==> src/rtl/txn_det_pkg.sv <==
package txn_det_pkg;

    typedef enum logic [1:0] {
        TS_IDLE = 2'd0,
        TS_RUN  = 2'd1,
        TS_VIOL = 2'd2
    } txn_state_e;

    typedef struct packed {
        logic open_req;
        logic done_req;
        logic kill_req;
    } txn_ctl_t;

    // Transaction state step: abort first, then commit, then begin, then conflict.
    function automatic txn_state_e txn_next(input txn_state_e cur, input txn_ctl_t ctl,
                                            input logic hit);
        txn_state_e nxt;
        nxt = cur;
        if (ctl.kill_req)
            nxt = TS_IDLE;
        else if (ctl.done_req && cur == TS_RUN)
            nxt = TS_IDLE;
        else if (ctl.open_req && cur == TS_IDLE)
            nxt = TS_RUN;
        else if (hit && cur == TS_RUN)
            nxt = TS_VIOL;
        return nxt;
    endfunction

    function automatic logic txn_wipe(input txn_state_e cur, input txn_ctl_t ctl);
        return ctl.kill_req || (ctl.done_req && cur == TS_RUN);
    endfunction

endpackage

==> src/rtl/txn_ctrl.sv <==
module txn_ctrl
    import txn_det_pkg::*;
(
    input  logic     clk,
    input  logic     rst,
    input  txn_ctl_t ctl,
    input  logic     snp_hit,
    output logic     track_en,
    output logic     wipe,
    output logic     viol
);
    txn_state_e state_q;

    always_ff @(posedge clk) begin
        if (rst)
            state_q <= TS_IDLE;
        else
            state_q <= txn_next(state_q, ctl, snp_hit);
    end

    assign track_en = (state_q == TS_RUN);
    assign wipe     = txn_wipe(state_q, ctl);
    assign viol     = (state_q == TS_VIOL);

endmodule

==> src/rtl/txn_rd_track.sv <==
module txn_rd_track #(
    parameter int LW       = 8,
    parameter int WW       = 2,
    parameter bit PER_WORD = 1'b0
) (
    input  logic          clk,
    input  logic          rst,
    input  logic          wipe,
    input  logic          track_en,
    input  logic          acc_valid,
    input  logic          acc_store,
    input  logic [LW-1:0] acc_line,
    input  logic [WW-1:0] acc_word,
    input  logic          snp_valid,
    input  logic [LW-1:0] snp_line,
    input  logic [WW-1:0] snp_word,
    output logic          snp_hit,
    output logic          inv_now
);
    localparam int NLINES = 1 << LW;
    localparam int RIW    = PER_WORD ? (LW + WW) : LW;
    localparam int NRD    = 1 << RIW;

    logic [NRD-1:0]    rd_q;
    logic [NLINES-1:0] wr_q;
    logic [NLINES-1:0] held_q;
    logic [RIW-1:0]    acc_ridx;
    logic [RIW-1:0]    snp_ridx;

    generate
        if (PER_WORD) begin : g_word
            assign acc_ridx = {acc_line, acc_word};
            assign snp_ridx = {snp_line, snp_word};
        end else begin : g_line
            logic unused_words;
            assign unused_words = ^{acc_word, snp_word};
            assign acc_ridx = acc_line;
            assign snp_ridx = snp_line;
        end
    endgenerate

    assign snp_hit = snp_valid && rd_q[snp_ridx];
    assign inv_now = snp_valid && held_q[snp_line] && !rd_q[snp_ridx];

    always_ff @(posedge clk) begin
        if (rst || wipe) begin
            rd_q <= '0;
            wr_q <= '0;
        end else if (track_en && acc_valid) begin
            if (acc_store)
                wr_q[acc_line] <= 1'b1;
            else if (!wr_q[acc_line])
                rd_q[acc_ridx] <= 1'b1;
        end
    end

    always_ff @(posedge clk) begin
        if (rst) begin
            held_q <= '0;
        end else begin
            if (inv_now)
                held_q[snp_line] <= 1'b0;
            if (acc_valid)
                held_q[acc_line] <= 1'b1;
        end
    end

endmodule

==> src/rtl/txn_conflict_detector.sv <==
module txn_conflict_detector
    import txn_det_pkg::*;
#(
    parameter int ADDR_W     = 12,
    parameter int LINE_OFF_W = 4,
    parameter int WORD_OFF_W = 2,
    parameter bit PER_WORD   = 1'b0
) (
    input  logic                         clk,
    input  logic                         rst,
    input  logic                         acc_valid,
    input  logic                         acc_store,
    input  logic [ADDR_W-1:0]            acc_addr,
    input  logic                         snp_valid,
    input  logic [ADDR_W-1:0]            snp_addr,
    input  logic                         txn_begin,
    input  logic                         txn_commit,
    input  logic                         txn_abort,
    output logic                         viol_o,
    output logic                         inv_o,
    output logic [ADDR_W-LINE_OFF_W-1:0] inv_line_o
);
    localparam int LW = ADDR_W - LINE_OFF_W;
    localparam int WW = LINE_OFF_W - WORD_OFF_W;

    txn_ctl_t ctl;
    logic     track_en, wipe, snp_hit, inv_now;
    logic     unused_lsb;

    assign ctl = '{open_req: txn_begin, done_req: txn_commit, kill_req: txn_abort};
    assign unused_lsb = ^{acc_addr[WORD_OFF_W-1:0], snp_addr[WORD_OFF_W-1:0]};

    txn_ctrl u_ctrl (
        .clk     (clk),
        .rst     (rst),
        .ctl     (ctl),
        .snp_hit (snp_hit),
        .track_en(track_en),
        .wipe    (wipe),
        .viol    (viol_o)
    );

    txn_rd_track #(.LW(LW), .WW(WW), .PER_WORD(PER_WORD)) u_track (
        .clk      (clk),
        .rst      (rst),
        .wipe     (wipe),
        .track_en (track_en),
        .acc_valid(acc_valid),
        .acc_store(acc_store),
        .acc_line (acc_addr[ADDR_W-1:LINE_OFF_W]),
        .acc_word (acc_addr[LINE_OFF_W-1:WORD_OFF_W]),
        .snp_valid(snp_valid),
        .snp_line (snp_addr[ADDR_W-1:LINE_OFF_W]),
        .snp_word (snp_addr[LINE_OFF_W-1:WORD_OFF_W]),
        .snp_hit  (snp_hit),
        .inv_now  (inv_now)
    );

    always_ff @(posedge clk) begin
        if (rst) begin
            inv_o      <= 1'b0;
            inv_line_o <= '0;
        end else begin
            inv_o      <= inv_now;
            inv_line_o <= snp_addr[ADDR_W-1:LINE_OFF_W];
        end
    end

endmodule

==> config.mk <==
export PLATFORM = sky130hd
export DESIGN_NAME = txn_conflict_detector
export DESIGN_NICKNAME = d
export VERILOG_FILES = /design/src/rtl/txn_det_pkg.sv /design/src/rtl/txn_ctrl.sv /design/src/rtl/txn_rd_track.sv /design/src/rtl/txn_conflict_detector.sv
export SDC_FILE = /design/constraint.sdc
export NUM_CORES = 2
export LEC_CHECK = 0
export ABC_CLOCK_PERIOD_IN_PS = 4000
export BUFFER_PORTS_ARGS = -buffer_cell sky130_fd_sc_hd__buf_2
export CAP_MARGIN = 20
export CORE_UTILIZATION = 30
export CTS_CLUSTER_DIAMETER = 100
export DETAILED_ROUTE_END_ITERATION = 7
export PLACE_DENSITY = 0.55
export SLEW_MARGIN = 5
export SYNTH_ARGS = -nofsm -noshare
export SYNTH_HDL_FRONTEND = slang
export SYNTH_SLANG_ARGS = --single-unit
==> constraint.sdc <==
create_clock -name clk -period 4 [get_ports clk]
set_input_delay 0.6 -clock clk [delete_from_list [all_inputs] [get_ports clk]]
set_output_delay 0.6 -clock clk [all_outputs]
set_load 0.02 [all_outputs]
==> results by group <==
Run status
  – Status: finished clean

CTS
  – CTS sink count: 779
  – Clock Tree Buf Depth: 3
  – Post-CTS Hold Fix Bufs: 0
  – Clk root buf: clkbuf_16
  – CTS tree: yes
  – Clock latency on the worst-skew pair: 0.66 ns
  – TritonCTS Buffers: 87
  – Clock-pin slew on the worst setup and hold paths: 0.06 ns
  – Setup repair bufs after CTS: 0
  – CTS H-Tree Depth: 3
  – Post_cts resized: 0

Floorplanning
  – Initial Util: 30.3%
  – Top-level I/O count: 42
  – Horiz. Die Dim: 344 um
  – Core area: 116000 um2
  – Die height: 344 um
  – Row count: 125
  – DIE AREA: 119000 um2

Synth
  – Seq/Total Area, Yosys: 44.3%
  – Post-synth top area share: 44.3%
  – Post-Syn Nets: 3621
  – Yosys Warn Count: 0
  – Post-synthesis cell count: 3589
  – Synthesized flop and latch total: 779
  – Mean Syn Cell Area: 9.80 um2
  – Count leader, synth: dfxtp_1
  – Primary FF master, synth: dfxtp_1
  – EDFF count, synth: 0
  – FFs w/ async S/R, synth: 0%
  – Leading area contributor after synthesis: dfxtp_1
  – Area of the mapped netlist: 35200 um2
  – Library cells used by synthesis: 46
  – Most common library cells after synthesis: dfxtp_1, a21oi_1, nor2_1, a311oi_1, clkbuf_1
  – Top post-synthesis cells by area: dfxtp_1, mux4_2, a311oi_1

Placed design
  – # port buffers: 33
  – Placed cells: 4940
  – Placed inst area: 37800 um2
  – Hpwl dp: 83300 um
  – Pre-CTS setup slack: -0.0600 ns
  – GPL Wtd Cong: 0.879

Timing
  – Worst slew margin: 22.0%
  – Final worst setup slack: 0.575 ns
  – Post-route setup TNS: 0 ns
  – Final Hold Vio Count: 0
  – Final setup vio count: 0
  – Peak Freq: 0.292 GHz
  – Fin. max-slew vios: 0
  – Worst Tran Pin Value: 1.17 ns
  – Clock Skews: 0.0297 ns
  – Post-route minimum period: 3.43 ns
  – RSZ-0062 raised after global routing: false
  – Fin crit share: 85.6%

Global routing
  – Antenna violations before repair: 5
  – Pin count of the biggest net entering global routing: 219
  – GRT Util Overall: 21.6%
  – Number of global-route vias before repair: 28900
  – Aggregate global routing overflow: 0
  – First-pass GRT wire length: 195000 um

Setup path
  – CP arrival: 3.96 ns
  – Worst setup SP type: input port
  – Worst path required time: 4.54 ns
  – Critical-path maximum fanout: 99
  – Crit Path Category: in -> reg
  – Critical path capture point type: flop

Cells and area
  – Finished Cell Area: 40800 um2
  – Area delta synth->final: 15.9%
  – Layout cells sized above 1: 17.6%
  – Finished Layout Cells: 5097
  – Fillers: 11600
  – Final #Nets: 3537
  – Utilization of the core after routing: 35.1%

Power
  – Pwr Density: 423 nW/um2
  – Combinational power share: 6.8%
  – Psw: 0.00422 W
  – Leakage power: 13.0 nW
  – Sw frac: 24.5%
  – Clock share of power: 48.1%
  – Cell Int Power: 0.0130 W
  – Flop pwr share: 45.1%
  – Max IR drop VDD: 0.308 mV

Routing
  – DRC violations left: 0
  – Vias per cell: 6.09
  – TritonRoute pass-1 iters: 7
  – Final wirelength: 132000 um
  – DR vias: 31100
  – WL/cell: 25.8 um
  – Drt initial violations: 3952
  – Routed Antenna Nets: 0

Run
  – Reported max-cap violation count: 0

Hold path
  – Hold Path Class: in -> reg
-- kinds of logic after synthesis --
family / Yosys count / synth area share [%]
buffers and inverters: 429 / 5.42
DFF: 779 / 44.3
and+or+nand+nor: 792 / 9.31
AOI/OAI and AO/OA: 1357 / 27.2
muxes: 232 / 13.8
-- flip-flops by register name (all words and copies together), names as in the netlist --
register        count
u_track.held_q    256
u_track.rd_q      256
u_track.wr_q      256
inv_line_o          8
u_ctrl.state_q      2
inv_o               1
-- worst paths after layout --
check | slack, ns | depth (start not counted) | endpoint | from
min reg2reg | 0.46 | 2 | u_track.wr_q[74] | u_track.wr_q[74]
min | 0.35 | 3 | u_ctrl.state_q[0] | txn_begin
max | 0.57 | 9 | u_track.held_q[127] | snp_addr[4]
max reg2reg | 0.80 | 7 | u_track.held_q[127] | u_track.held_q[59]
-- per-stage QoR --
stage | total power [W] | hold slack (ns)
global placement | 0.00909 | 0.442
detailed placement | 0.00909 | 0.449
finish | 0.0172 | 0.354
CTS | 0.0173 | 0.324
floorplan | 0.00858 | 0.431
global route | 0.0177 | 0.378
-- per-layer routing --
layer / vias up / wire length, um / track usage [%]
li1: 13700 / - / -
met5: - / 25 / 0
met1: 15500 / 56200 / 30.0
met3: 293 / 12100 / 4.78
met2: 1551 / 57900 / 32.2
met4: 4 / 5520 / 9.40
-- cells in the final DEF (no fill, tap or decap), types with 49 or more instances in the layout --
master     instances
a22oi_1           49
a22o_1           203
a31oi_1          112
nand2_1          153
buf_12            51
clkbuf_16         89
buf_4            169
a32o_1            56
a211oi_1          95
a311oi_1         300
nor2_1           495
mux4_2           201
a21oi_1          514
dfxtp_1          779
-- power by group through the flow --
stage               Clock (W)  Combinational, W  Sequential (W)
floorplan                   0          0.000632         0.00795
global placement            0           0.00115         0.00795
detailed placement          0           0.00115         0.00795
CTS                   0.00842           0.00115         0.00777
global route          0.00876           0.00121         0.00777
finish                0.00830           0.00117         0.00777
-- worst max-delay path, cell delays in order --
cell	delay (ns)
buf_8	0.25
buf_12	0.24
mux4_2	0.54
a2111oi_0	0.63
a2111o_1	0.31
a31oi_1	0.14
a311o_2	0.48
buf_12	0.23
a311oi_1	0.37
-- area by class of cell --
type                       count  area (um2)  share of cell area (%)
antenna                        3        7.51                  0.0184
clock buffer                 127        2650                    6.50
clock inverter                27         300                   0.736
inverter                       3        11.3                  0.0276
multi-input combinational   2381       17800                    43.7
sequential                   779       15600                    38.2
tap                         1524        1910                    4.67
timing repair buffer         253        2510                    6.14
Power figures use the tool's default switching activity.
